[src/rtl/pbb_pkg.sv]
package pbb_pkg;

  localparam int BYTE_W = 8;
  localparam int HOST_W = 16;

  // Operation chosen for one cycle; the numeric order matches priority
  typedef enum logic [2:0] {
    OP_IDLE  = 3'd0,
    OP_START = 3'd1,
    OP_WR16  = 3'd2,
    OP_WR8   = 3'd3,
    OP_RD    = 3'd4,
    OP_POP   = 3'd5,
    OP_PUSH  = 3'd6
  } pbb_op_e;

  function automatic logic [HOST_W-1:0] swap_halves(input logic [HOST_W-1:0] w);
    return {w[BYTE_W-1:0], w[HOST_W-1:BYTE_W]};
  endfunction

  // Host word to the two low buffer bytes
  function automatic logic [HOST_W-1:0] host_to_pair(input logic [HOST_W-1:0] w,
                                                     input logic straight);
    return straight ? w : swap_halves(w);
  endfunction

  // Two low buffer bytes to host word (inverse sense of the write path)
  function automatic logic [HOST_W-1:0] pair_to_host(input logic [HOST_W-1:0] p,
                                                     input logic straight);
    return straight ? swap_halves(p) : p;
  endfunction

endpackage

[src/rtl/pbb_op_select.sv]
module pbb_op_select
  import pbb_pkg::*;
#(
  parameter int NREQ = 6
) (
  input  logic [NREQ-1:0] req_i,   // bit 0 highest priority
  output pbb_op_e         op_o
);

  always_comb begin
    op_o = OP_IDLE;
    for (int i = NREQ - 1; i >= 0; i--) begin
      if (req_i[i]) op_o = pbb_op_e'(3'(i + 1));
    end
  end

endmodule

[src/rtl/pbb_store.sv]
module pbb_store
  import pbb_pkg::*;
#(
  parameter  int DEPTH = 4,
  localparam int CW    = $clog2(DEPTH + 1),
  localparam int BUF_W = DEPTH * BYTE_W
) (
  input  logic              clk,
  input  logic              rst_n,
  input  pbb_op_e           op_i,
  input  logic [HOST_W-1:0] wpair_i,
  input  logic [BYTE_W-1:0] wbyte_i,
  input  logic [BYTE_W-1:0] rx_byte_i,
  output logic [BUF_W-1:0]  buf_o,
  output logic [CW-1:0]     tx_o,
  output logic [CW-1:0]     rx_o,
  output logic              ev_wr_acc_o,
  output logic              ev_wr16_acc_o,
  output logic              ev_wr_ign_o,
  output logic              ev_tx_deep_o,
  output logic              ev_pop_empty_o,
  output logic              ev_push_full_o,
  output logic              ev_rd_o,
  output logic              ev_rd_single_o,
  output logic              ev_rd_zero_o
);

  localparam int          HOST_B   = HOST_W / BYTE_W;
  localparam logic [CW-1:0] TX_LIMIT = CW'(DEPTH - HOST_B);
  localparam logic [CW-1:0] HB       = CW'(HOST_B);
  localparam logic [CW-1:0] FULL     = CW'(DEPTH);

  logic [BUF_W-1:0] buf_q;
  logic [CW-1:0]    tx_q, rx_q;

  function automatic logic [CW-1:0] tx_after_write(input logic [CW-1:0] t, input logic wide);
    return t + (wide ? HB : CW'(1));
  endfunction

  function automatic logic [CW-1:0] rx_after_read(input logic [CW-1:0] r);
    return (r > HB) ? r - HB : '0;
  endfunction

  logic is_wr, room;
  assign is_wr = (op_i == OP_WR16) || (op_i == OP_WR8);
  assign room  = (tx_q <= TX_LIMIT);

  assign ev_wr_acc_o    = is_wr && room;
  assign ev_wr16_acc_o  = (op_i == OP_WR16) && room;
  assign ev_wr_ign_o    = is_wr && !room;
  assign ev_tx_deep_o   = ev_wr_acc_o && (tx_after_write(tx_q, op_i == OP_WR16) > HB);
  assign ev_pop_empty_o = (op_i == OP_POP) && (tx_q == '0);
  assign ev_push_full_o = (op_i == OP_PUSH) && (rx_q == FULL);
  assign ev_rd_o        = (op_i == OP_RD);
  assign ev_rd_single_o = ev_rd_o && (rx_q == CW'(1));
  assign ev_rd_zero_o   = ev_rd_o && (rx_after_read(rx_q) == '0);

  always_ff @(posedge clk or negedge rst_n) begin
    if (!rst_n) begin
      buf_q <= '0;
      tx_q  <= '0;
      rx_q  <= '0;
    end else begin
      unique case (op_i)
        OP_START: begin
          buf_q <= '0;
          tx_q  <= '0;
          rx_q  <= '0;
        end
        OP_WR16: if (room) begin
          buf_q <= (buf_q << HOST_W) | BUF_W'(wpair_i);
          tx_q  <= tx_after_write(tx_q, 1'b1);
        end
        OP_WR8: if (room) begin
          buf_q <= (buf_q << BYTE_W) | BUF_W'(wbyte_i);
          tx_q  <= tx_after_write(tx_q, 1'b0);
        end
        OP_RD: begin
          if (rx_q > HB) buf_q <= buf_q >> HOST_W;
          rx_q <= rx_after_read(rx_q);
        end
        OP_POP: if (tx_q != '0) tx_q <= tx_q - CW'(1);
        OP_PUSH: if (rx_q < FULL) begin
          buf_q[rx_q * BYTE_W +: BYTE_W] <= rx_byte_i;
          rx_q <= rx_q + CW'(1);
        end
        default: ;
      endcase
    end
  end

  assign buf_o = buf_q;
  assign tx_o  = tx_q;
  assign rx_o  = rx_q;

endmodule

[src/rtl/pbb_flags.sv]
module pbb_flags
  import pbb_pkg::*;
(
  input  logic    clk,
  input  logic    rst_n,
  input  pbb_op_e op_i,
  input  logic    ev_wr_acc_i,
  input  logic    ev_tx_deep_i,
  input  logic    ev_pop_empty_i,
  input  logic    ev_push_full_i,
  input  logic    ev_rd_i,
  input  logic    ev_rd_single_i,
  input  logic    ev_rd_zero_i,
  output logic    underflow_o,
  output logic    overrun_o,
  output logic    single_o,
  output logic    tx_clr_o,
  output logic    rx_clr_o
);

  logic start;
  assign start = (op_i == OP_START);

  always_ff @(posedge clk or negedge rst_n) begin
    if (!rst_n) begin
      underflow_o <= 1'b0;
      overrun_o   <= 1'b0;
      single_o    <= 1'b0;
      tx_clr_o    <= 1'b0;
      rx_clr_o    <= 1'b0;
    end else begin
      tx_clr_o <= ev_tx_deep_i;
      rx_clr_o <= ev_rd_zero_i;
      if (start) begin
        underflow_o <= 1'b0;
        overrun_o   <= 1'b0;
        single_o    <= 1'b0;
      end else begin
        if (ev_pop_empty_i)   underflow_o <= 1'b1;
        else if (ev_wr_acc_i) underflow_o <= 1'b0;
        if (ev_push_full_i)   overrun_o <= 1'b1;
        else if (ev_rd_i)     overrun_o <= 1'b0;
        if (ev_rd_single_i)   single_o <= 1'b1;
      end
    end
  end

endmodule

[src/rtl/pbb_byte_buffer.sv]
module pbb_byte_buffer
  import pbb_pkg::*;
#(
  parameter  int DEPTH = 4,
  localparam int CW    = $clog2(DEPTH + 1)
) (
  input  logic              clk,
  input  logic              rst_n,
  input  logic              start_i,
  input  logic              straight_i,
  input  logic              host_wr16_i,
  input  logic              host_wr8_i,
  input  logic [HOST_W-1:0] host_wdata_i,
  input  logic              host_rd_i,
  output logic [HOST_W-1:0] host_rdata_o,
  input  logic              eng_pop_i,
  output logic [BYTE_W-1:0] eng_tx_byte_o,
  input  logic              eng_push_i,
  input  logic [BYTE_W-1:0] eng_rx_byte_i,
  output logic [CW-1:0]     tx_count_o,
  output logic [CW-1:0]     rx_count_o,
  output logic              underflow_o,
  output logic              overrun_o,
  output logic              single_byte_o,
  output logic              tx_ready_clr_o,
  output logic              rx_ready_clr_o
);

  localparam int BUF_W = DEPTH * BYTE_W;

  pbb_op_e          op;
  logic [BUF_W-1:0] buf_q;
  logic             ev_wr_acc, ev_wr16_acc, ev_wr_ign, ev_tx_deep;
  logic             ev_pop_empty, ev_push_full, ev_rd, ev_rd_single, ev_rd_zero;

  pbb_op_select #(.NREQ(6)) u_sel (
    .req_i ({eng_push_i, eng_pop_i, host_rd_i, host_wr8_i, host_wr16_i, start_i}),
    .op_o  (op)
  );

  pbb_store #(.DEPTH(DEPTH)) u_store (
    .clk            (clk),
    .rst_n          (rst_n),
    .op_i           (op),
    .wpair_i        (host_to_pair(host_wdata_i, straight_i)),
    .wbyte_i        (host_wdata_i[BYTE_W-1:0]),
    .rx_byte_i      (eng_rx_byte_i),
    .buf_o          (buf_q),
    .tx_o           (tx_count_o),
    .rx_o           (rx_count_o),
    .ev_wr_acc_o    (ev_wr_acc),
    .ev_wr16_acc_o  (ev_wr16_acc),
    .ev_wr_ign_o    (ev_wr_ign),
    .ev_tx_deep_o   (ev_tx_deep),
    .ev_pop_empty_o (ev_pop_empty),
    .ev_push_full_o (ev_push_full),
    .ev_rd_o        (ev_rd),
    .ev_rd_single_o (ev_rd_single),
    .ev_rd_zero_o   (ev_rd_zero)
  );

  pbb_flags u_flags (
    .clk            (clk),
    .rst_n          (rst_n),
    .op_i           (op),
    .ev_wr_acc_i    (ev_wr_acc),
    .ev_tx_deep_i   (ev_tx_deep),
    .ev_pop_empty_i (ev_pop_empty),
    .ev_push_full_i (ev_push_full),
    .ev_rd_i        (ev_rd),
    .ev_rd_single_i (ev_rd_single),
    .ev_rd_zero_i   (ev_rd_zero),
    .underflow_o    (underflow_o),
    .overrun_o      (overrun_o),
    .single_o       (single_byte_o),
    .tx_clr_o       (tx_ready_clr_o),
    .rx_clr_o       (rx_ready_clr_o)
  );

  // Byte offered to the engine: position (count - 1), or zero when empty
  function automatic logic [BYTE_W-1:0] head_byte(input logic [BUF_W-1:0] b,
                                                  input logic [CW-1:0] t);
    logic [BYTE_W-1:0] r;
    r = '0;
    for (int i = 0; i < DEPTH; i++) begin
      if (t == CW'(i + 1)) r = b[i*BYTE_W +: BYTE_W];
    end
    return r;
  endfunction

  assign eng_tx_byte_o = head_byte(buf_q, tx_count_o);
  assign host_rdata_o  = pair_to_host(buf_q[HOST_W-1:0], straight_i);

endmodule

[config.mk]
export PLATFORM = sky130hd
export DESIGN_NAME = pbb_byte_buffer
export DESIGN_NICKNAME = d
export VERILOG_FILES = /design/src/rtl/pbb_pkg.sv /design/src/rtl/pbb_op_select.sv /design/src/rtl/pbb_store.sv /design/src/rtl/pbb_flags.sv /design/src/rtl/pbb_byte_buffer.sv
export SDC_FILE = /design/constraint.sdc
export NUM_CORES = 1
export LEC_CHECK = 0
export BUFFER_PORTS_ARGS = -buffer_cell sky130_fd_sc_hd__buf_4
export CORE_MARGIN = 5
export CORE_UTILIZATION = 57
export DETAILED_ROUTE_END_ITERATION = 16
export PLACE_DENSITY = 0.87
export SLEW_MARGIN = 20
export SYNTH_ARGS = -nofsm -noshare
export SYNTH_HDL_FRONTEND = slang
export SYNTH_SLANG_ARGS = --single-unit
[constraint.sdc]
create_clock -name clk -period 2.75 [get_ports clk]
set_clock_uncertainty 0.15 [all_clocks]
set_input_delay 0.275 -clock clk [delete_from_list [all_inputs] [get_ports clk]]
set_output_delay 0.275 -clock clk [all_outputs]
set_load 0.01 [all_outputs]
==> impl_results.md <==
- Outcome: completed
- CP arrival: 2240 ps
- Yosys warnings: 0
- Post-synthesis async set-or-reset flop share: 100.0%
- Number of synthesized flops with an enable pin: 0
- Initial DRC count: 548
- Worst setup EP type: output pin
- Syn nets: 462
- Antenna Nets Post-Route: 0
- P_sw: 607.0 µW
- I/O Pins: 68
- Dpl hpwl: 8016 µm
- Logic gate share of total power: 30.7%
- Period utilization: 96.90%
- Leak: 0.001889 µW
- Die Width: 90.39 µm
- Slew headroom: 59.16%
- Internal: 1070 µW
- Starting Density: 58.34%
- Clock-pin transition on the worst setup and hold timing paths: 100 ps
- Share of total power in sequential cells: 42.9%
- Area delta synth->final: 19.70%
- Clock root cell: clkbuf_8
- Largest net degree at the start of global routing: 44
- # diodes: 0
- Synth Instances: 411
- WS Path Type: reg2out
- Worst-Skew Late Latency: 310 ps
- Final setup viols: 0
- Sw Share: 36.20%
- CP max FO: 8
- Die Area: 0.008170 mm²
- CORE AREA: 0.006314 mm²
- Worst Hold Class: in2reg
- Tightest Pin Transition: 612.6 ps
- Seq. cell area: 0.001077 mm²
- Vias in the first global route: 3745
- H-tree depth: 2
- Main flop type after synthesis: dfrtp_1
- Unrepaired setup endpoints after global routing: false
- Routed vias/inst: 6.944
- Post-synthesis sequential area ratio: 29.21%
- First-pass GRT wire length: 19270 µm
- Detailed-route via count: 3854
- Max-Cap Viols: 0
- Routed WL: 11810 µm
- Final Hold Viols: 0
- Synthesized cell area: 0.003684 mm²
- Remaining DRCs: 0
- Final net count: 528
- Met1 Resource Use GR: 38.25%
- GRT met3 Usage: 4.917%
- Synthesized area per cell: 8.962 µm²
- Antenna violations before repair: 0
- Rows: 29
- CTS Buf Count: 5
- Setup TNS: 0 ps
- DR pass1 iterations: 5
- PD cells: 380.3 mW/mm²
- Hold_ws: 141.6 ps
- Synth cell types: 49
- CTS Sinks: 43
- Tmin final: 2665 ps
- TritonCTS clock tree: built
- Grt peak-use layer: met2
- Port-buffer cells: 67
- Clock power frac: 26.4%
- Proportion of layout cells with a drive suffix above 1: 30.54%
- Die Height: 90.39 µm
- GP Congestion: 0.9222
- Grt ovf: 0
- Setup crit start kind: flip-flop
- Final Max Slew Viols: 0
- Final Util: 69.84%
- Tot GR Track Use: 28.32%
- Drt wl/cell: 21.27 µm
- Grt met2 use: 45.49%
- CTS Buffer Depth: 2
- F_max: 375.3 MHz
- Fillcell total: 486
- Required time of the worst setup path: 2330 ps
- Power Total: 1677 µW
- Area of the multi-input gates: 0.002420 mm²
- #FFs+latches synth: 43
- Peak supply drop: 0.2567 mV
## critical path: stages, from the launching register on
cell	delay (ps)
dfrtp_1	520
inv_1	130
ha_1	280
and2_1	190
nor2b_2	240
buf_4	210
a22oi_1	70
o21ai_0	120
buf_4	180
## per-stage QoR
| step | area [µm²] | cells | setup slack [ps] |
|---|---|---|---|
| floorplan | 3684 | 411 | 159.5 |
| global placement | 4295 | 545 | 131.8 |
| detailed placement | 4295 | 545 | 44.05 |
| CTS | 4398 | 554 | 22.96 |
| global route | 4409 | 555 | 25.96 |
| finish | 4409 | 555 | 85.38 |
## cell families after synthesis
logic type      after synthesis  synth area share [%]
buf+inv                      41                 5.163
xor+xnor                      2                0.4756
flops                        43                 29.21
mux                          40                 11.72
fa+ha+maj                    18                 6.114
simple gates                 92                 12.50
compound gates              175                 34.82
## cells in the final DEF, fill, tap and decap left out, drive strengths merged, types with 2 or more instances in the layout
| cell | count |
|---|---|
| a22o | 11 |
| o22a | 8 |
| o22ai | 8 |
| nor3 | 11 |
| nand4 | 2 |
| clkinvlp | 2 |
| o21ai | 37 |
| inv | 9 |
| or2 | 2 |
| a31oi | 2 |
| mux2 | 25 |
| a21oi | 26 |
| nor2 | 20 |
| buf | 91 |
| nand2b | 3 |
| o2bb2ai | 9 |
| dfrtp | 43 |
| a22oi | 41 |
| and2 | 3 |
| a211oi | 9 |
| clkbuf | 5 |
| or3 | 4 |
| nand2 | 40 |
| ha | 18 |
| a221oi | 16 |
| mux2i | 15 |
| nand3b | 2 |
| nor2b | 3 |
| xnor2 | 2 |
## final cells by class
| cell class | count | share of cell area [%] |
|---|---|---|
| clock buffer | 5 | 1.561 |
| clock inverter | 3 | 0.5392 |
| inverter | 8 | 0.6810 |
| multi-input combinational | 327 | 54.88 |
| sequential | 43 | 24.43 |
| tap | 77 | 2.185 |
| timing repair buffer | 92 | 15.72 |
## metal layers
metal	part of all wire, %	up-vias
met5	0	-
met4	3.3	0
met3	9.1	46
met2	47	235
met1	40	1851
li1	-	1722
## power by group through the flow
stage	combinational (µW)	clock (µW)	sequential, µW
6_report	515	443	719
4_1_cts	504	443	716
2_1_floorplan	298	0	717
3_3_place_gp	485	0	725
3_5_place_dp	501	0	728
5_1_grt	551	472	724
## cell usage after synthesis, types with 15 or more instances
| cell | number | share of area (%) |
|---|---|---|
| o21ai_0 | 21 | 2.9 |
| o21ai_1 | 16 | 2.2 |
| mux2_2 | 25 | 7.6 |
| mux2i_1 | 15 | 4.1 |
| dfrtp_1 | 43 | 29 |
| nor2_1 | 18 | 1.8 |
| nand2_1 | 40 | 4.1 |
| clkbuf_1 | 17 | 1.7 |
| a21oi_1 | 26 | 3.5 |
| a22oi_1 | 41 | 8.4 |
| ha_1 | 18 | 6.1 |
## sequential cells by signal, summed over array words and instances, names as in the netlist
name / cells
u_flags.single_o: 1
u_store.rx_o: 3
u_flags.tx_clr_o: 1
u_store.buf_o: 32
u_flags.underflow_o: 1
u_flags.overrun_o: 1
u_store.tx_o: 3
u_flags.rx_clr_o: 1
## worst paths after layout
path | slack [ps] | endpoint | startpoint | cells past startpoint
worst min register to register | 370 | u_flags.overrun_o$_DFFE_PN0P_ | u_flags.overrun_o$_DFFE_PN0P_ | 1
min in group asynchronous | 340 | u_flags.overrun_o$_DFFE_PN0P_ | rst_n | 2
worst max register to register | 230 | u_store.buf_o[0]$_DFFE_PN0P_ | u_store.tx_o[0]$_DFFE_PN0P_ | 6
worst max-delay path | 90 | eng_tx_byte_o[0] | u_store.tx_o[0]$_DFFE_PN0P_ | 8
max in group asynchronous | 1690 | u_store.tx_o[1]$_DFFE_PN0P_ | rst_n | 2
worst min-delay path | 140 | u_store.buf_o[15]$_DFFE_PN0P_ | eng_rx_byte_i[7] | 3
## timing repair
item                                   CTS  global route
setup buffers                            0             1
resized for setup                        0             2
hold buffers                             1             0
setup endpoints to repair                0            13
endpoints found under the hold margin   43             0
Power figures use the tool's default switching activity.
